$ cat src/rtl/bfs_pkg.sv
package bfs_pkg;

    // Class of the byte currently on the input, as decided by the framer FSM.
    typedef enum logic [1:0] {
        ST_HUNT    = 2'd0,   // no frame pulse seen since reset
        ST_ALIGN   = 2'd1,   // A1 / A2 bytes of row 1
        ST_TRACE   = 2'd2,   // J0 / Z0 bytes of row 1
        ST_PAYLOAD = 2'd3    // everything after, scrambled
    } byte_class_e;

    // Generator width and feedback taps (1 + x^6 + x^7).
    localparam int GEN_W   = 7;
    localparam int TAP_HI  = 6;
    localparam int TAP_LO  = 5;

endpackage

$ cat src/rtl/bfs_frame_ctrl.sv
module bfs_frame_ctrl
    import bfs_pkg::*;
#(
    parameter int STS_N    = 12,
    parameter int COLS_STS = 90,
    parameter int ROWS     = 9
) (
    input  logic        clk,
    input  logic        rst_n,
    input  logic        frame_in,
    output byte_class_e cls_o,
    output logic        seed_o
);

    localparam int FRAME_BYTES = ROWS * COLS_STS * STS_N;
    localparam int CNT_W       = $clog2(FRAME_BYTES);
    localparam logic [CNT_W-1:0] ALIGN_LAST = CNT_W'(2 * STS_N - 1);
    localparam logic [CNT_W-1:0] TRACE_LAST = CNT_W'(3 * STS_N - 1);
    localparam logic [CNT_W-1:0] FRAME_LAST = CNT_W'(FRAME_BYTES - 1);

    byte_class_e       state_q, state_d;
    logic [CNT_W-1:0]  cnt_q, cnt_d;

    // Next-state: class and position of the byte now on the input.
    always_comb begin
        state_d = state_q;
        cnt_d   = cnt_q;
        if (frame_in) begin
            state_d = ST_ALIGN;          // transition: pulse
            cnt_d   = '0;
        end else begin
            unique case (state_q)
                ST_HUNT: begin
                    state_d = ST_HUNT;
                end
                ST_ALIGN: begin
                    cnt_d = cnt_q + 1'b1;
                    if (cnt_q == ALIGN_LAST) begin
                        state_d = ST_TRACE;      // transition: align_done
                    end
                end
                ST_TRACE: begin
                    cnt_d = cnt_q + 1'b1;
                    if (cnt_q == TRACE_LAST) begin
                        state_d = ST_PAYLOAD;    // transition: trace_done
                    end
                end
                ST_PAYLOAD: begin
                    if (cnt_q == FRAME_LAST) begin
                        state_d = ST_ALIGN;      // transition: frame_wrap
                        cnt_d   = '0;
                    end else begin
                        cnt_d = cnt_q + 1'b1;
                    end
                end
            endcase
        end
    end

    // State register.
    always_ff @(posedge clk or negedge rst_n) begin
        if (!rst_n) begin
            state_q <= ST_HUNT;
            cnt_q   <= '0;
        end else begin
            state_q <= state_d;
            cnt_q   <= cnt_d;
        end
    end

    // Outputs.
    always_comb begin
        cls_o  = state_d;
        seed_o = !frame_in && (state_q == ST_TRACE) && (state_d == ST_PAYLOAD);
    end

    // a pulse always lands the framer on position 0 of the framing bytes.
    p_resync_r10: assert property (@(posedge clk) disable iff (!rst_n)
        frame_in |=> (state_q == ST_ALIGN) && (cnt_q == '0));

    // end of frame without a pulse wraps to position 0.
    p_wrap_r9: assert property (@(posedge clk) disable iff (!rst_n)
        (!frame_in && state_q == ST_PAYLOAD && cnt_q == FRAME_LAST)
            |=> (state_q == ST_ALIGN) && (cnt_q == '0));

    // the seed falls on the byte after the last trace byte.
    p_seed_pos_r4: assert property (@(posedge clk) disable iff (!rst_n)
        seed_o |-> (cnt_q == TRACE_LAST));

    // once hunting, the framer stays there until a pulse.
    p_hunt_hold_r8: assert property (@(posedge clk) disable iff (!rst_n)
        (state_q == ST_HUNT && !frame_in) |=> (state_q == ST_HUNT));

endmodule

$ cat src/rtl/bfs_keygen.sv
module bfs_keygen
    import bfs_pkg::*;
#(
    parameter int BYTE_W = 8
) (
    input  logic              clk,
    input  logic              rst_n,
    input  logic              seed_i,
    input  logic              run_i,
    output logic [BYTE_W-1:0] key_o
);

    logic [GEN_W-1:0] state_q;
    logic [GEN_W-1:0] chain [0:BYTE_W];

    // Start point of the chain: the seed on the first payload byte.
    assign chain[0] = seed_i ? {GEN_W{1'b1}} : state_q;

    // One stage per key bit: bit transmitted first is the data MSB.
    for (genvar g = 0; g < BYTE_W; g++) begin : g_step
        assign key_o[BYTE_W-1-g] = chain[g][TAP_HI];
        assign chain[g+1] = {chain[g][GEN_W-2:0], chain[g][TAP_HI] ^ chain[g][TAP_LO]};
    end

    always_ff @(posedge clk or negedge rst_n) begin
        if (!rst_n) begin
            state_q <= {GEN_W{1'b1}};
        end else if (run_i) begin
            state_q <= chain[BYTE_W];
        end
    end

    // the first key byte after seeding is the all-ones start pattern.
    p_seed_key_r4: assert property (@(posedge clk) disable iff (!rst_n)
        seed_i |-> (key_o[BYTE_W-1 -: 7] == 7'h7F) && (key_o[BYTE_W-8] == 1'b0));

    // the generator never collapses to the all-zero lock-up state.
    p_nonzero_r5: assert property (@(posedge clk) disable iff (!rst_n)
        state_q != '0);

    // outside the payload the generator does not move.
    p_idle_hold_r5: assert property (@(posedge clk) disable iff (!rst_n)
        !run_i |=> $stable(state_q));

endmodule

$ cat src/rtl/bfs_datapath.sv
module bfs_datapath #(
    parameter int BYTE_W = 8
) (
    input  logic              clk,
    input  logic              rst_n,
    input  logic [BYTE_W-1:0] data_i,
    input  logic              frame_i,
    input  logic              scr_en_i,
    input  logic              strm_en_i,
    input  logic              payload_i,
    input  logic [BYTE_W-1:0] key_i,
    output logic [BYTE_W-1:0] data_o,
    output logic              frame_o
);

    logic [BYTE_W-1:0] fill;
    logic [BYTE_W-1:0] mixed;

    always_comb begin
        fill  = strm_en_i ? data_i : {BYTE_W{1'b1}};
        mixed = (scr_en_i && payload_i) ? (fill ^ key_i) : fill;
    end

    always_ff @(posedge clk or negedge rst_n) begin
        if (!rst_n) begin
            data_o  <= '0;
            frame_o <= 1'b0;
        end else begin
            data_o  <= mixed;
            frame_o <= frame_i;
        end
    end

    // frame pulse delayed by one clock.
    p_fp_rise_r2: assert property (@(posedge clk) disable iff (!rst_n)
        frame_i |=> frame_o);
    p_fp_low_r2: assert property (@(posedge clk) disable iff (!rst_n)
        !frame_i |=> !frame_o);

    // non-payload bytes bypass the XOR.
    p_bypass_r3: assert property (@(posedge clk) disable iff (!rst_n)
        (!payload_i && strm_en_i) |=> (data_o == $past(data_i)));

    // with scrambling off the data is passed through.
    p_scr_off_r6: assert property (@(posedge clk) disable iff (!rst_n)
        (!scr_en_i && strm_en_i) |=> (data_o == $past(data_i)));

    // a disabled stream presents all ones on non-scrambled bytes.
    p_fill_ones_r7: assert property (@(posedge clk) disable iff (!rst_n)
        (!strm_en_i && (!payload_i || !scr_en_i)) |=> (data_o == {BYTE_W{1'b1}}));

endmodule

$ cat src/rtl/byte_frame_scrambler.sv
module byte_frame_scrambler
    import bfs_pkg::*;
#(
    parameter int STS_N    = 12,
    parameter int COLS_STS = 90,
    parameter int ROWS     = 9,
    parameter int BYTE_W   = 8
) (
    input  logic              clk,
    input  logic              rst_n,
    input  logic              frame_in,
    input  logic [BYTE_W-1:0] data_in,
    input  logic              scramble_en,
    input  logic              stream_en,
    output logic [BYTE_W-1:0] data_out,
    output logic              frame_out
);

    byte_class_e       cls;
    logic              seed;
    logic              payload;
    logic [BYTE_W-1:0] key;

    assign payload = (cls == ST_PAYLOAD);

    bfs_frame_ctrl #(
        .STS_N    (STS_N),
        .COLS_STS (COLS_STS),
        .ROWS     (ROWS)
    ) u_ctrl (
        .clk      (clk),
        .rst_n    (rst_n),
        .frame_in (frame_in),
        .cls_o    (cls),
        .seed_o   (seed)
    );

    bfs_keygen #(
        .BYTE_W (BYTE_W)
    ) u_key (
        .clk    (clk),
        .rst_n  (rst_n),
        .seed_i (seed),
        .run_i  (payload),
        .key_o  (key)
    );

    bfs_datapath #(
        .BYTE_W (BYTE_W)
    ) u_dp (
        .clk       (clk),
        .rst_n     (rst_n),
        .data_i    (data_in),
        .frame_i   (frame_in),
        .scr_en_i  (scramble_en),
        .strm_en_i (stream_en),
        .payload_i (payload),
        .key_i     (key),
        .data_o    (data_out),
        .frame_o   (frame_out)
    );

    // before any pulse the stream is never scrambled.
    p_hunt_clear_r8: assert property (@(posedge clk) disable iff (!rst_n)
        (cls == ST_HUNT && stream_en) |=> (data_out == $past(data_in)));

    // seeding only happens on a payload byte.
    p_seed_payload_r4: assert property (@(posedge clk) disable iff (!rst_n)
        seed |-> payload);

endmodule

$ cat config.mk
export PLATFORM = sky130hd
export DESIGN_NAME = byte_frame_scrambler
export DESIGN_NICKNAME = d
export VERILOG_FILES = /design/src/rtl/bfs_pkg.sv /design/src/rtl/bfs_frame_ctrl.sv /design/src/rtl/bfs_keygen.sv /design/src/rtl/bfs_datapath.sv /design/src/rtl/byte_frame_scrambler.sv
export SDC_FILE = /design/constraint.sdc
export NUM_CORES = 1
export LEC_CHECK = 0
export ABC_CLOCK_PERIOD_IN_PS = 3100
export BUFFER_PORTS_ARGS = -buffer_cell sky130_fd_sc_hd__buf_2
export CAP_MARGIN = 30
export CORE_ASPECT_RATIO = 2
export CORE_MARGIN = 10
export CORE_UTILIZATION = 45
export CTS_CLUSTER_SIZE = 14
export DETAILED_ROUTE_END_ITERATION = 10
export GPL_TIMING_DRIVEN = 0
export PLACE_DENSITY = 0.64
export SLEW_MARGIN = 40
export SYNTH_ARGS = -nofsm -noshare
export SYNTH_HDL_FRONTEND = slang
export SYNTH_SLANG_ARGS = --single-unit
$ cat constraint.sdc
create_clock -name clk -period 3.1 [get_ports clk]
set_clock_uncertainty 0.05 [all_clocks]
set_input_delay 0.465 -clock clk [delete_from_list [all_inputs] [get_ports clk]]
set_output_delay 0.465 -clock clk [all_outputs]
set_load 0.1 [all_outputs]
---- After elaboration in Yosys (flattened, before gate mapping) ----
Index checks and enable logic that the tools add are counted.
storage, ports and cells
  output and inout port bits .............. 9
  input bits .............................. 13
  bits in registers ....................... 32
  word-level logic and storage cells ...... 40
operators by class
  mux-type cells .......................... 11
  reduce and logical (&&, ||, !) cells .... 7
  add/sub/neg operators ................... 1
  bitwise logic cells ..................... 9
  equal/unequal tests ..................... 7
operators by type and width
  kind                                                   count
  2-to-1 mux 14 bit                                      2
  case mux 14 bit (2 select lines)                       1
  2-to-1 mux 8 bit                                       2
  adder 14 x 1 -> 14 bit (second input constant)         1
  equality test 14 bit (second input constant)           1
  equality test 14 x 5 -> 1 bit (second input constant)  1
  equality test 14 x 6 -> 1 bit (second input constant)  1
  2-to-1 mux 2 bit                                       4
  case mux 2 bit (4 select lines)                        1
  bitwise XOR 1 bit                                      8
  bitwise XOR 8 bit                                      1
  2-to-1 mux 7 bit                                       1
  equality test 2 bit (second input constant)            3
  logical AND 1 bit                                      3
  nonzero test 3 bit                                     1
  equality test 2 x 1 -> 1 bit (second input constant)   1
  zero test 2 bit                                        1
  OR reduction 2 bit                                     1
  zero test 1 bit                                        1

---- Longest topological paths before layout ----
  word-level depth ........................ 10
  depth in mapped cells ................... 9
  depth with buffers taken out ............ 8

---- By module ----
From an unflattened synthesis, not the netlist that was laid out.
unflattened totals
  cell total of the unflattened synthesis .. 185
  area total of the unflattened synthesis .. 1,873.0 um2
modules (own cells, without submodules)
  module                times used  area each (um2)  cells each
  bfs_frame_ctrl        1           964.7            102
  bfs_keygen            1           461.7            47
  bfs_datapath          1           440.4            35
  byte_frame_scrambler  1           6.3              1

---- Worst setup path before layout ----
No wires, ideal clock.
  path type ............................... reg-to-reg
  start ................................... register u_ctrl.cnt_q[9]
  end ..................................... register u_dp.data_o[2]
  setup time .............................. 125 ps
  period minus slack after synthesis ...... 2,506 ps
  stages on the path, launching flop included .. 8
  path slack .............................. 594 ps
  data arrival time ....................... 2,331 ps
  buffers on the path ..................... 1
  cell sequence ........................... dfrtp_1 or3_1 or4_4 o311a_1 a2111oi_4 buf_6 nor3_1 xnor2_1
on the way
  word-level cells in the longest chain between the ends .. 9
  elaborated cells on any way between the ends .. 14
  those cells by class .................... 4 x eq/ne; 7 x mux; 1 x bitwise; 2 x reduce/logical
ends and longest elaborated chain
  element                                       RTL line                                                          text
  start, declared                               bfs_frame_ctrl.sv:22                                              logic [CNT_W-1:0] cnt_q, cnt_d;
  start signal, assigned                        bfs_frame_ctrl.sv:67                                              cnt_q <= cnt_d;
  equality test 14 bit (tied with other cells)  bfs_frame_ctrl.sv:49                                              if (cnt_q == FRAME_LAST) begin
  2-to-1 mux 2 bit, on equally long branches    bfs_frame_ctrl.sv:49, bfs_frame_ctrl.sv:38, bfs_frame_ctrl.sv:44
  case mux 2 bit (4 select lines) *             bfs_frame_ctrl.sv:32                                              unique case (state_q)
  2-to-1 mux 2 bit *                            bfs_frame_ctrl.sv:28                                              if (frame_in) begin
  equality test 2 bit *                         bfs_frame_ctrl.sv:74, byte_frame_scrambler.sv:24
  logical AND 1 bit                             bfs_frame_ctrl.sv:74                                              seed_o = !frame_in && (state_q == ST_TRACE) && (state_d == ST_PAYLOAD);
  2-to-1 mux 7 bit                              bfs_keygen.sv:17                                                  assign chain[0] = seed_i ? {GEN_W{1'b1}} : state_q;
  bitwise XOR 8 bit                             bfs_datapath.sv:21                                                mixed = (scr_en_i && payload_i) ? (fill ^ key_i) : fill;
  2-to-1 mux 8 bit *                            bfs_datapath.sv:21
  via u_dp.mixed[2]                             bfs_datapath.sv:17                                                logic [BYTE_W-1:0] mixed;
  end signal, assigned                          bfs_datapath.sv:29                                                data_o <= mixed;
  end, declared                                 bfs_datapath.sv:12                                                output logic [BYTE_W-1:0] data_o,
The timed path passes the listed nets; every way through them passes the cells marked *.
A chain may end at the register's enable or synchronous reset.

---- Final worst setup path ----
  start ................................... register u_ctrl.cnt_q[9]
  end ..................................... register u_dp.data_o[3]
Same word-level chain as after synthesis.

==> results_dict.tcl <==
set metrics [dict create \
    synth_top_family_by_area "simple AND/OR/NAND/NOR gates" \
    final_nets 222 \
    finalHoldViolations 0 \
    cts-hold-fix-buffers 0 \
    cts_sinks 32 \
    tritoncts "built" \
    drtAntennaViolNets 0 \
    dieArea_um2 6940 \
    ys_seq_elements 32 \
    setup_slack_ns 0.403 \
    grt_max_degree 33 \
    io_pins 22 \
    fill_cells 361 \
    synth_commonest_cells "25 x dfrtp_1, 20 x xnor2_1, 18 x nor2_1, 16 x o21ai_0, 11 x nor3_1" \
    insertedDiodeCount 0 \
    start_util_pct 46.1 \
    critPathTopFamily "simple AND/OR/NAND/NOR gates" \
    initialDrtViolationCount 56 \
    avgViaCountPerCell 5.47 \
    grt_overflow 0 \
    vdd_drop_max_mv 0.320 \
    grt_usage_pct 11.9 \
    finalWirelength_mm 3.77 \
    htree_levels 2 \
    drv_slew 0 \
    synthArstFlopShare_pct 100 \
    synth_warnings 0 \
    path_buf_inv 1 \
    power.total_uw 1000 \
    crit_required_ns 3.21 \
    synth_top_area_cell "dfrtp_1" \
    critical_path_class "reg2reg" \
    seq_area_frac_synth_pct 46.2 \
    end_kind "flop" \
    cp_slowest_stage_delay_ns 0.52 \
    setup_tns_ns 0 \
    syn_area_per_cell_um2 10.0 \
    row_count 32 \
    grt_pass1_vias 1447 \
    drv_cap 0 \
    synth_compound_area_share_pct 13.0 \
    final.min_clock_period_ns 2.70 \
    syn-cell-area_um2 1750 \
    port_buffers 21 \
    fmax_mhz 371 \
    drt-pass1-iter-count 4 \
    place_area_um2 1920 \
    multi_input_area_um2 890 \
    finalNonFillerCells 255 \
    cp_slowest_cell "or4_4" \
    hp-class "in2async" \
    syn_inst 175 \
    path_max_fanout 10 \
    clk_path_buf_depth 2 \
    p_leak_uw 0.000801 \
    critical_path.cell_chain "or3_1 > or4_4 > o311a_1 > a2111oi_4 > buf_6 > nor3_1 > xnor2_1" \
    synth_top_area_share_pct 35.7 \
    clk_pin_slew_ns 0.06 \
    drc 0 \
    cts_resized 0 \
    die_w_um 64.1 \
    grt_pass1_wl_mm 6.56 \
    place_ws_ns 0.403 \
    root_buffer "clkbuf_8" \
    period_share_pct 87.0 \
    synth_xor_area_share_pct 13.5 \
    synthToLayoutAreaGrowth_pct 14.9 \
    setup_viol 0 \
    post-dp-hpwl_mm 2.99 \
    core_area_um2 3800 \
    relSlewSlack_pct 54.7 \
    rsz0062_at_grt "false" \
    synth_edf_count 0 \
    fin_area_um2 2010 \
    synth.area.mux_share_pct 0 \
    worstMarginPinSlew_ns 0.680 \
    drive_above_1_share_pct 20.1 \
    synth-simple-area-share_pct 20.0 \
    synth.most_common_cell "dfrtp_1" \
    cts_buffers 5 \
    antenna_found_initial 0 \
    placed_cells 247 \
    synth_flop_cell "dfrtp_1" \
    power.density_nw_per_um2 497 \
    cp-start-kind "flop" \
    gp_congestion 0.797 \
    synth_cell_type_count 33 \
    routedWlPerCell_um 14.8 \
    synth_area_leaders "dfrtp_1 36%, dfstp_2 11%, xnor2_1 10%" \
    synth_nets 194 \
    regArea_um2 810 \
    clock_latency_ns 0.28 \
    die_y_um 108 \
    synth_fa_ha_area_share_pct 4.29 \
    status "complete, no violations" \
    arrival_ns 2.81 \
    vias 1394 \
    post_cts_buffers 0 \
]
[area by class of cell]
class | count | share of cell area (%)
Buffer | 6 | 1.68
Clock buffer | 6 | 4.10
Tap cell | 51 | 3.17
Clock inverter | 2 | 0.497
Timing Repair Buffer | 21 | 5.22
Multi-Input combinational cell | 132 | 44.2
Inverter | 5 | 0.932
Sequential cell | 32 | 40.2
[power breakdown]
| group | switching (uW) | leakage (uW) | internal, uW | total, uW |
|---|---|---|---|---|
| clock network | 146 | 0.0000510 | 177 | 323 |
| logic | 117 | 0.000364 | 68.1 | 185 |
| registers | 34.0 | 0.000386 | 459 | 493 |
| total | 297 | 0.000801 | 704 | 1000 |
[per-layer routing]
metal	track usage, %	up-vias	routed length (um)
li1	-	663	-
met1	11.0	698	1310
met2	22.9	26	2240
met3	3.32	7	147
met4	5.38	0	73
met5	0	-	0
[through the flow]
step                hold slack (ns)  util, %
floorplan                     0.119        -
global placement              0.441     50.5
detailed placement            0.457     50.5
CTS                           0.195     52.9
global route                  0.222     52.9
finish                        0.171     52.9
[logic make-up (layout without fill, tap and decap cells)]
group,after synthesis,in the layout
simple gates,67,67
compound gates,32,32
flops,32,32
xor+xnor,27,27
buf+inv,11,40
fa+ha+maj,6,6
[placed cells by master, fill, tap and decap left out, types with 2 or more instances in the layout]
| cell type | Yosys | routed |
|---|---|---|
| nand4_1 | 4 | 4 |
| ha_1 | 6 | 6 |
| o41ai_1 | 7 | 7 |
| nor3_1 | 11 | 11 |
| a21o_1 | 2 | 2 |
| inv_1 | 5 | 5 |
| nor2b_1 | 9 | 9 |
| o21ai_0 | 16 | 16 |
| clkbuf_1 | 4 | 4 |
| nand3_1 | 4 | 4 |
| clkinv_2 | 0 | 2 |
| or3_1 | 4 | 4 |
| xor2_1 | 7 | 7 |
| nand3b_1 | 2 | 2 |
| dfstp_2 | 7 | 7 |
| nand2_1 | 8 | 8 |
| xnor2_1 | 20 | 20 |
| clkbuf_8 | 0 | 6 |
| nor2_1 | 18 | 18 |
| dfrtp_1 | 25 | 25 |
| buf_2 | 0 | 21 |
| o31ai_1 | 2 | 2 |
[path summary, 6_finish.rpt]
| kind | end | start | slack, ns | cells after the start |
|---|---|---|---|---|
| worst max-delay path | u_dp.data_o[3] | u_ctrl.cnt_q[9] | 0.40 | 7 |
| worst min-delay path | u_ctrl.cnt_q[2] | rst_n | 0.17 | 1 |
| worst max register to register | u_dp.data_o[3] | u_ctrl.cnt_q[9] | 0.40 | 7 |
| min in group clk | u_dp.frame_o | frame_in | 0.34 | 1 |
| worst min register to register | u_ctrl.cnt_q[1] | u_ctrl.cnt_q[1] | 0.46 | 2 |
| max in group asynchronous | u_dp.data_o[3] | rst_n | 2.39 | 1 |
[sequential cells by signal, summed over array words and instances (netlist names)]
name	count
u_ctrl.cnt_q	14
u_dp.data_o	8
u_key.state_q	7
u_ctrl.state_q	2
u_dp.frame_o	1
(Power assumes the default switching activity.)
